## config.mk

```make
export PLATFORM = sky130hd
export DESIGN_NAME = adaptive_prox_cmp
export DESIGN_NICKNAME = d
export VERILOG_FILES = /design/src/rtl/apc_pkg.sv /design/src/rtl/apc_avg.sv /design/src/rtl/apc_band.sv /design/src/rtl/apc_detect.sv /design/src/rtl/apc_tmo_cnt.sv /design/src/rtl/adaptive_prox_cmp.sv
export SDC_FILE = /design/constraint.sdc
export NUM_CORES = 1
export LEC_CHECK = 0
export BUFFER_PORTS_ARGS = -buffer_cell sky130_fd_sc_hd__buf_4
export CAP_MARGIN = 25
export CORE_ASPECT_RATIO = 0.8
export CORE_MARGIN = 4
export CORE_UTILIZATION = 49
export DETAILED_ROUTE_END_ITERATION = 8
export HOLD_SLACK_MARGIN = 0.15
export PLACE_DENSITY = 0.76
export REMOVE_ABC_BUFFERS = 1
export SKIP_CTS_REPAIR_TIMING = 1
export SYNTH_ARGS = -nofsm -noshare
export SYNTH_HDL_FRONTEND = slang
export SYNTH_SLANG_ARGS = --single-unit
```

## constraint.sdc

```tcl
create_clock -name clk -period 7.6 [get_ports clk]
set_input_delay 0.38 -clock clk [delete_from_list [all_inputs] [get_ports clk]]
set_output_delay 0.38 -clock clk [all_outputs]
set_load 0.01 [all_outputs]
```

## src/rtl/apc_pkg.sv

```systemverilog
package apc_pkg;

    localparam int DATA_W   = 12;
    localparam int SENS_W   = 8;
    localparam int SETTLE_W = 4;
    localparam int TMO_W    = 4;
    localparam int FRAC_W   = 1 << SETTLE_W;
    localparam int ACC_W    = DATA_W + FRAC_W;
    localparam int CNT_W    = 1 << TMO_W;
    localparam int N_DIR    = 2;
    localparam logic [DATA_W-1:0] DATA_MAX = '1;

    typedef enum logic [1:0] {
        CMP_BELOW  = 2'b00,
        CMP_ABOVE  = 2'b01,
        CMP_INSIDE = 2'b10,
        CMP_OUTSIDE = 2'b11
    } cmp_mode_e;

    typedef struct packed {
        logic [DATA_W-1:0] lo;
        logic [DATA_W-1:0] hi;
        logic [DATA_W-1:0] hyst;
        logic              above;
        logic              below;
    } band_t;

    function automatic logic [DATA_W-1:0] sat_add(input logic [DATA_W-1:0] a,
                                                  input logic [DATA_W-1:0] b);
        logic [DATA_W:0] s;
        s = {1'b0, a} + {1'b0, b};
        return s[DATA_W] ? DATA_MAX : s[DATA_W-1:0];
    endfunction

    function automatic logic [DATA_W-1:0] sat_sub(input logic [DATA_W-1:0] a,
                                                  input logic [DATA_W-1:0] b);
        return (a >= b) ? (a - b) : '0;
    endfunction

endpackage

```

## src/rtl/apc_avg.sv

```systemverilog
module apc_avg
    import apc_pkg::*;
#(
    parameter int DW = DATA_W,
    parameter int FW = FRAC_W,
    parameter int SW = SETTLE_W
) (
    input  logic          clk,
    input  logic          rst,
    input  logic          upd,
    input  logic          load,
    input  logic [DW-1:0] data,
    input  logic [SW-1:0] settle,
    output logic [DW-1:0] avg
);
    localparam int AW = DW + FW;

    logic [AW-1:0]        acc_q;
    logic [AW-1:0]        target;
    logic [AW-1:0]        acc_n;
    logic signed [AW:0]   delta;
    logic signed [AW:0]   step;
    logic [SW:0]          shamt;

    always_comb begin
        target = {data, {FW{1'b0}}};
        delta  = $signed({1'b0, target}) - $signed({1'b0, acc_q});
        shamt  = {1'b0, settle} + (SW+1)'(1);
        step   = delta >>> shamt;
        acc_n  = acc_q + step[AW-1:0];
    end

    always_ff @(posedge clk) begin
        if (rst)       acc_q <= '0;
        else if (load) acc_q <= target;
        else if (upd)  acc_q <= acc_n;
    end

    assign avg = acc_q[AW-1 -: DW];

endmodule

```

## src/rtl/apc_band.sv

```systemverilog
module apc_band
    import apc_pkg::*;
(
    input  logic [DATA_W-1:0] avg,
    input  logic [DATA_W-1:0] data,
    input  logic [SENS_W-1:0] sens,
    input  logic              hyst_off,
    input  logic              fixed,
    output band_t             band
);
    logic [DATA_W-1:0] sens_ext;

    always_comb begin
        sens_ext   = DATA_W'(sens);
        band.lo    = sat_sub(avg, sens_ext);
        band.hi    = sat_add(avg, sens_ext);
        band.hyst  = (fixed || hyst_off) ? '0 : DATA_W'(sens >> 2);
        band.above = data > band.hi;
        band.below = data < band.lo;
    end

endmodule

```

## src/rtl/apc_detect.sv

```systemverilog
module apc_detect
    import apc_pkg::*;
(
    input  logic              clk,
    input  logic              rst,
    input  logic              upd,
    input  logic              clear,
    input  logic              fixed,
    input  cmp_mode_e         mode,
    input  logic [DATA_W-1:0] data,
    input  logic [DATA_W-1:0] fix_thr,
    input  band_t             band,
    output logic              det
);
    logic              det_q;
    logic              det_n;
    logic [DATA_W-1:0] lo_wide;
    logic [DATA_W-1:0] hi_wide;
    logic [DATA_W-1:0] lo_rel;
    logic [DATA_W-1:0] hi_rel;

    always_comb begin
        lo_wide = sat_sub(band.lo, band.hyst);
        hi_wide = sat_add(band.hi, band.hyst);
        lo_rel  = sat_add(band.lo, band.hyst);
        hi_rel  = sat_sub(band.hi, band.hyst);
        if (fixed) begin
            det_n = mode[0] ? (data > fix_thr) : (data < fix_thr);
        end else begin
            unique case (mode)
                CMP_BELOW:   det_n = det_q ? (data < lo_rel) : (data < band.lo);
                CMP_ABOVE:   det_n = det_q ? (data > hi_rel) : (data > band.hi);
                CMP_INSIDE:  det_n = det_q ? (data > lo_wide && data < hi_wide)
                                           : (data > band.lo && data < band.hi);
                CMP_OUTSIDE: det_n = det_q ? (data < lo_rel || data > hi_rel)
                                           : (data < band.lo || data > band.hi);
                default:     det_n = 1'b0;
            endcase
        end
    end

    always_ff @(posedge clk) begin
        if (rst || clear) det_q <= 1'b0;
        else if (upd)     det_q <= det_n;
    end

    assign det = det_q;

endmodule

```

## src/rtl/apc_tmo_cnt.sv

```systemverilog
module apc_tmo_cnt
    import apc_pkg::*;
#(
    parameter int CW = CNT_W,
    parameter int EW = TMO_W
) (
    input  logic          clk,
    input  logic          rst,
    input  logic          step,
    input  logic          enable,
    input  logic          outside,
    input  logic          clr,
    input  logic [EW-1:0] exp_sel,
    output logic          elapsed
);
    logic [CW-1:0] cnt_q;
    logic [CW-1:0] cnt_inc;
    logic [CW-1:0] limit;

    always_comb begin
        limit   = CW'(1) << exp_sel;
        cnt_inc = cnt_q + CW'(1);
        elapsed = step && enable && outside && (cnt_inc >= limit);
    end

    always_ff @(posedge clk) begin
        if (rst) begin
            cnt_q <= '0;
        end else if (step) begin
            if (!enable || !outside || clr) cnt_q <= '0;
            else                            cnt_q <= cnt_inc;
        end
    end

endmodule

```

## src/rtl/adaptive_prox_cmp.sv

```systemverilog
module adaptive_prox_cmp
    import apc_pkg::*;
(
    input  logic                clk,
    input  logic                rst,
    input  logic                smp_valid,
    input  logic [DATA_W-1:0]   smp_data,
    input  logic                cfg_fixed,
    input  logic [1:0]          cfg_mode,
    input  logic [SETTLE_W-1:0] cfg_settle,
    input  logic [SENS_W-1:0]   cfg_sens,
    input  logic                cfg_hyst_off,
    input  logic [DATA_W-1:0]   cfg_fix_thr,
    input  logic [TMO_W-1:0]    cfg_tmo_appr,
    input  logic [TMO_W-1:0]    cfg_tmo_rec,
    output logic                detect,
    output logic [DATA_W-1:0]   avg_out
);
    localparam int DIR_APPR = 0;
    localparam int DIR_REC  = 1;

    cmp_mode_e                   mode;
    logic                        seeded_q;
    logic                        step;
    logic                        seed;
    logic                        snap;
    logic                        tmo_en;
    logic [DATA_W-1:0]           avg;
    band_t                       band;
    logic [N_DIR-1:0]            dir_out;
    logic [N_DIR-1:0]            dir_hit;
    logic [N_DIR-1:0][TMO_W-1:0] dir_exp;

    assign mode = cmp_mode_e'(cfg_mode);
    assign step = smp_valid && seeded_q;
    assign seed = smp_valid && !seeded_q;

    always_ff @(posedge clk) begin
        if (rst)       seeded_q <= 1'b0;
        else if (seed) seeded_q <= 1'b1;
    end

    apc_avg u_avg (
        .clk    (clk),
        .rst    (rst),
        .upd    (step),
        .load   (seed || snap),
        .data   (smp_data),
        .settle (cfg_settle),
        .avg    (avg)
    );

    apc_band u_band (
        .avg      (avg),
        .data     (smp_data),
        .sens     (cfg_sens),
        .hyst_off (cfg_hyst_off),
        .fixed    (cfg_fixed),
        .band     (band)
    );

    apc_detect u_det (
        .clk     (clk),
        .rst     (rst),
        .upd     (step),
        .clear   (seed),
        .fixed   (cfg_fixed),
        .mode    (mode),
        .data    (smp_data),
        .fix_thr (cfg_fix_thr),
        .band    (band),
        .det     (detect)
    );

    // Classify an out-of-band sample as facing the active threshold or not.
    always_comb begin
        unique case (mode)
            CMP_BELOW: begin
                dir_out[DIR_APPR] = band.below;
                dir_out[DIR_REC]  = band.above;
            end
            CMP_ABOVE: begin
                dir_out[DIR_APPR] = band.above;
                dir_out[DIR_REC]  = band.below;
            end
            default: begin
                dir_out[DIR_APPR] = band.above || band.below;
                dir_out[DIR_REC]  = 1'b0;
            end
        endcase
        dir_exp[DIR_APPR] = cfg_tmo_appr;
        dir_exp[DIR_REC]  = cfg_tmo_rec;
        tmo_en = !cfg_fixed && ({cfg_tmo_appr, cfg_tmo_rec} != '0);
    end

    for (genvar gi = 0; gi < N_DIR; gi++) begin : g_tmo
        apc_tmo_cnt u_cnt (
            .clk     (clk),
            .rst     (rst),
            .step    (step),
            .enable  (tmo_en),
            .outside (dir_out[gi]),
            .clr     (snap),
            .exp_sel (dir_exp[gi]),
            .elapsed (dir_hit[gi])
        );
    end

    assign snap    = |dir_hit;
    assign avg_out = avg;

endmodule

```

==> results.md <==
- 13 — maximum fanout count along the critical path
- 32400 um — estimated wirelength of the detail-placed design
- 6.91 ns — endpoint arrival time on the critical path
- 0.42 ns — delay contributed by the slowest stage of the critical path
- 197 x sky130_fd_sc_hd__ha_1, 176 x sky130_fd_sc_hd__nand2_1, 158 x sky130_fd_sc_hd__a21oi_1 — leading cell types in the layout, fill and taps excluded
- u_det.det$_SDFFE_PP0P_ — worst reg2reg endpoint
- 5 — Buf/Inv on CP
- 0.34 ns — worst skew pair latency
- 0 — overflow left after global routing
- 0 — diodes inserted
- 1.00 — placer's final routability congestion estimate
- 6 — number of iterations in the first detailed-routing pass
- 7.22 um2 — average size of a mapped cell
- 65000 um — first-pass GRT wire length
- 0.270 — global-route usage over all layers
- 0.323 — headroom to the max-slew limit
- 0 — final setup violation count
- 19.0 um — mean routed wirelength per cell
- 6.62 ns — Final Critical Period
- register — Worst setup SP type
- completed — run status
- 1800 — synthesized instance count
- 0.98 ns — worst reg-to-reg setup slack
- 0.162 — clock power share
- compound AO/OA/AOI/OAI gates — gate family responsible for the most delay along the worst path
- 0 — number of hold-slack violations in the final timing report
- 0 — number of antenna-violating nets in the routed design
- sky130_fd_sc_hd__ha_1 — commonest non-fill, non-tap cell in the layout
- 0 — EDFF count, synth
- 0 — DRC
- sky130_fd_sc_hd__ha_1 — leading area contributor after synthesis
- sky130_fd_sc_hd__clkbuf_16 — Clock Tree Root
- 0 — fraction of registers with async set or reset after synthesis
- 0.0130 mm2 — Post-Synthesis Cell Area
- 1.39 mW — Switch Pwr
- 0.00835 ns — final clock skew
- register — Crit. End Element
- 151 MHz — highest achievable clock rate
- 0.0000904 V — peak ir drop on the vdd network
- 9 — number of CTS-inserted buffers
- no — RSZ-0062 raised after global routing
- 62 — Clock Sinks
- 7.23% — synthesis-to-layout area growth
- reg -> reg — category of the most critical setup path
- 7.89 ns — required time worst endpoint
- 6.39 — Vias per Instance
- 1.01 ns — transition time at the pin with the least slew margin
- sky130_fd_sc_hd__dfxtp_1 — dominant synthesized flop cell
- 0 — antenna violations before repair
- 2 — Clock Tree Buf Depth
- 63 — Port Buf Inserts
- 0.317 ns — Post-Route Hold Slack
- in -> reg — Hold Path Class
- 1623 — violation count after the first detailed-routing iteration
- 0.135 — portion of total power attributed to sequential cells
- 6.26 nW — leakage power
- built — clock tree from TritonCTS
- 154 um — Die Height
- sky130_fd_sc_hd__a211oi_1 — CP max-delay cell
- u_avg.acc_q[21]$_SDFFE_PP0P_ — worst min-delay path endpoint
- 30 — length in cells of the worst reg-to-reg path
- 0.190 — share of the synthesized area in the top cell type
- 0.494 — switch share
- 12620 — vias in the first global route
- 2 — number of cells on the worst hold path
- 0 — count of final max-slew check failures
- 201 mW/mm2 — power density relative to cell area
- 2053 — Final nets
- 64 — top-level port count
- 53 — Std-Cell Rows
- 62 — Yosys reg bits
- 0.06 ns — clock-pin slew on the worst setup and hold paths
- 59 — maximum number of pins on one net before global-route repair
- 0.0882 — fraction of layout instances using a drive strength above 1
- 1.42 mW — cell-internal power
- 0.496 — initial standard-cell utilization of the core
- 0 — synthesis warning total
- sky130_fd_sc_hd__inv_1 — most prevalent standard cell on the critical path
- 0.532 — share of the core filled with cells in the final layout
- 0.0955 — proportion of synthesized chip area in sequential cells
- 190 um — Horiz. Die Dim
- 0 ns — Post-Route Setup TNS
- sky130_fd_sc_hd__ha_1 19%, sky130_fd_sc_hd__dfxtp_1 9.6%, sky130_fd_sc_hd__a21oi_1 6.1% — top area cells in the synthesized netlist
- u_avg.acc_q[16]$_SDFFE_PP0P_ — origin of the critical flop-to-flop path
- 13807 — routed vias
- 0 — Max Cap Violations
- 0.871 — Final Cycle Share
- 98 — count of different cell masters after synthesis
- 0.0262 mm2 — Core Area
- 3 — number of levels the H-tree was split into
- 0.704 — proportion of power drawn by combinational gates
- smp_valid — Hold Startpoint
- 0.0292 mm2 — die area
- 41100 um — Total Routed Length
==> cell families after synthesis <==
family | after synthesis | synth area share
buffers and inverters | 194 | 0.0635
AND/OR/NAND/NOR | 675 | 0.263
AO/OA/AOI/OAI | 537 | 0.280
multiplexers | 38 | 0.0371
XOR/XNOR | 90 | 0.0607
flip-flops | 62 | 0.0955
adder cells (fa/ha/maj) | 204 | 0.201
==> state kept, by name (all words and copies together), names as in the netlist <==
name / count
seeded_q: 1
u_avg.acc_q: 28
g_tmo.u_cnt.cnt_q: 32
u_det.det: 1
==> area by class of cell <==
class / instances / area [um2]
Multi-Input combinational cell: 1544 / 10900
Clock inverter: 5 / 81.3
Sequential cell: 62 / 1240
Inverter: 104 / 390
Fill cell: 2525 / 12300
Timing Repair Buffer: 77 / 586
Tap cell: 357 / 447
Clock buffer: 11 / 243
==> worst max path at each step <==
stage | startpoint | to | slack, ns | cells past startpoint
6_report | u_avg.acc_q[16]$_SDFFE_PP0P_ | u_det.det$_SDFFE_PP0P_ | 0.98 | 30
2_1_floorplan | u_avg.acc_q[16]$_SDFFE_PP0P_ | u_det.det$_SDFFE_PP0P_ | 1.57 | 29
3_3_place_gp | cfg_sens[0] | u_det.det$_SDFFE_PP0P_ | 1.35 | 30
4_1_cts | u_avg.acc_q[16]$_SDFFE_PP0P_ | u_det.det$_SDFFE_PP0P_ | 1.18 | 30
5_1_grt | u_avg.acc_q[16]$_SDFFE_PP0P_ | u_det.det$_SDFFE_PP0P_ | 0.49 | 30
3_5_place_dp | cfg_sens[0] | u_det.det$_SDFFE_PP0P_ | 1.19 | 30
==> per-stage QoR <==
stage	setup slack, ns	std cells	cell area [um2]	power (mW)
after floorplan	1.57	1710	12600	1.78
after global placement	1.35	2143	13600	2.25
after detailed placement	1.19	2143	13600	2.29
after CTS	1.18	2159	13900	2.76
after global routing	0.490	2160	13900	3.04
final	0.978	2160	13900	2.81
==> cell usage after synthesis (8+ instances only) <==
| master | number |
|---|---|
| sky130_fd_sc_hd__a31oi_1 | 20 |
| sky130_fd_sc_hd__clkbuf_1 | 65 |
| sky130_fd_sc_hd__mux2_2 | 8 |
| sky130_fd_sc_hd__nand2_1 | 177 |
| sky130_fd_sc_hd__a32oi_1 | 9 |
| sky130_fd_sc_hd__a221oi_1 | 10 |
| sky130_fd_sc_hd__nor2b_1 | 51 |
| sky130_fd_sc_hd__xor2_1 | 27 |
| sky130_fd_sc_hd__xnor2_1 | 63 |
| sky130_fd_sc_hd__or2_2 | 17 |
| sky130_fd_sc_hd__o31ai_1 | 8 |
| sky130_fd_sc_hd__nand4_1 | 27 |
| sky130_fd_sc_hd__a311oi_1 | 9 |
| sky130_fd_sc_hd__nor4_1 | 11 |
| sky130_fd_sc_hd__o211ai_1 | 12 |
| sky130_fd_sc_hd__o21a_1 | 12 |
| sky130_fd_sc_hd__o21ai_0 | 78 |
| sky130_fd_sc_hd__and2_1 | 12 |
| sky130_fd_sc_hd__a21o_1 | 42 |
| sky130_fd_sc_hd__o21bai_1 | 14 |
| sky130_fd_sc_hd__a211oi_1 | 30 |
| sky130_fd_sc_hd__inv_1 | 100 |
| sky130_fd_sc_hd__a21oi_1 | 158 |
| sky130_fd_sc_hd__and3_1 | 41 |
| sky130_fd_sc_hd__nor2_1 | 149 |
| sky130_fd_sc_hd__o31a_1 | 10 |
| sky130_fd_sc_hd__o22ai_1 | 10 |
| sky130_fd_sc_hd__buf_4 | 12 |
| sky130_fd_sc_hd__mux2i_1 | 22 |
| sky130_fd_sc_hd__nor3_1 | 28 |
| sky130_fd_sc_hd__a22oi_1 | 28 |
| sky130_fd_sc_hd__ha_1 | 197 |
| sky130_fd_sc_hd__nand3_1 | 76 |
| sky130_fd_sc_hd__dfxtp_1 | 62 |
| sky130_fd_sc_hd__nand2b_1 | 38 |
==> per-layer routing <==
| metal | vias to the layer above | share of wire | global-route usage |
|---|---|---|---|
| met5 | - | 0 | 0 |
| met4 | 0 | 0.023 | 0.0682 |
| met3 | 74 | 0.12 | 0.0701 |
| met2 | 655 | 0.41 | 0.397 |
| met1 | 6440 | 0.45 | 0.391 |
| li1 | 6638 | - | - |
==> power groups by stage <==
stage,Sequential [mW],Clock (mW),Combinational [mW]
floorplan,0.371,0,1.41
global placement,0.381,0,1.87
detailed placement,0.382,0,1.91
CTS,0.375,0.462,1.92
global route,0.379,0.478,2.18
finish,0.378,0.454,1.97
(Power assumes the default switching activity.)
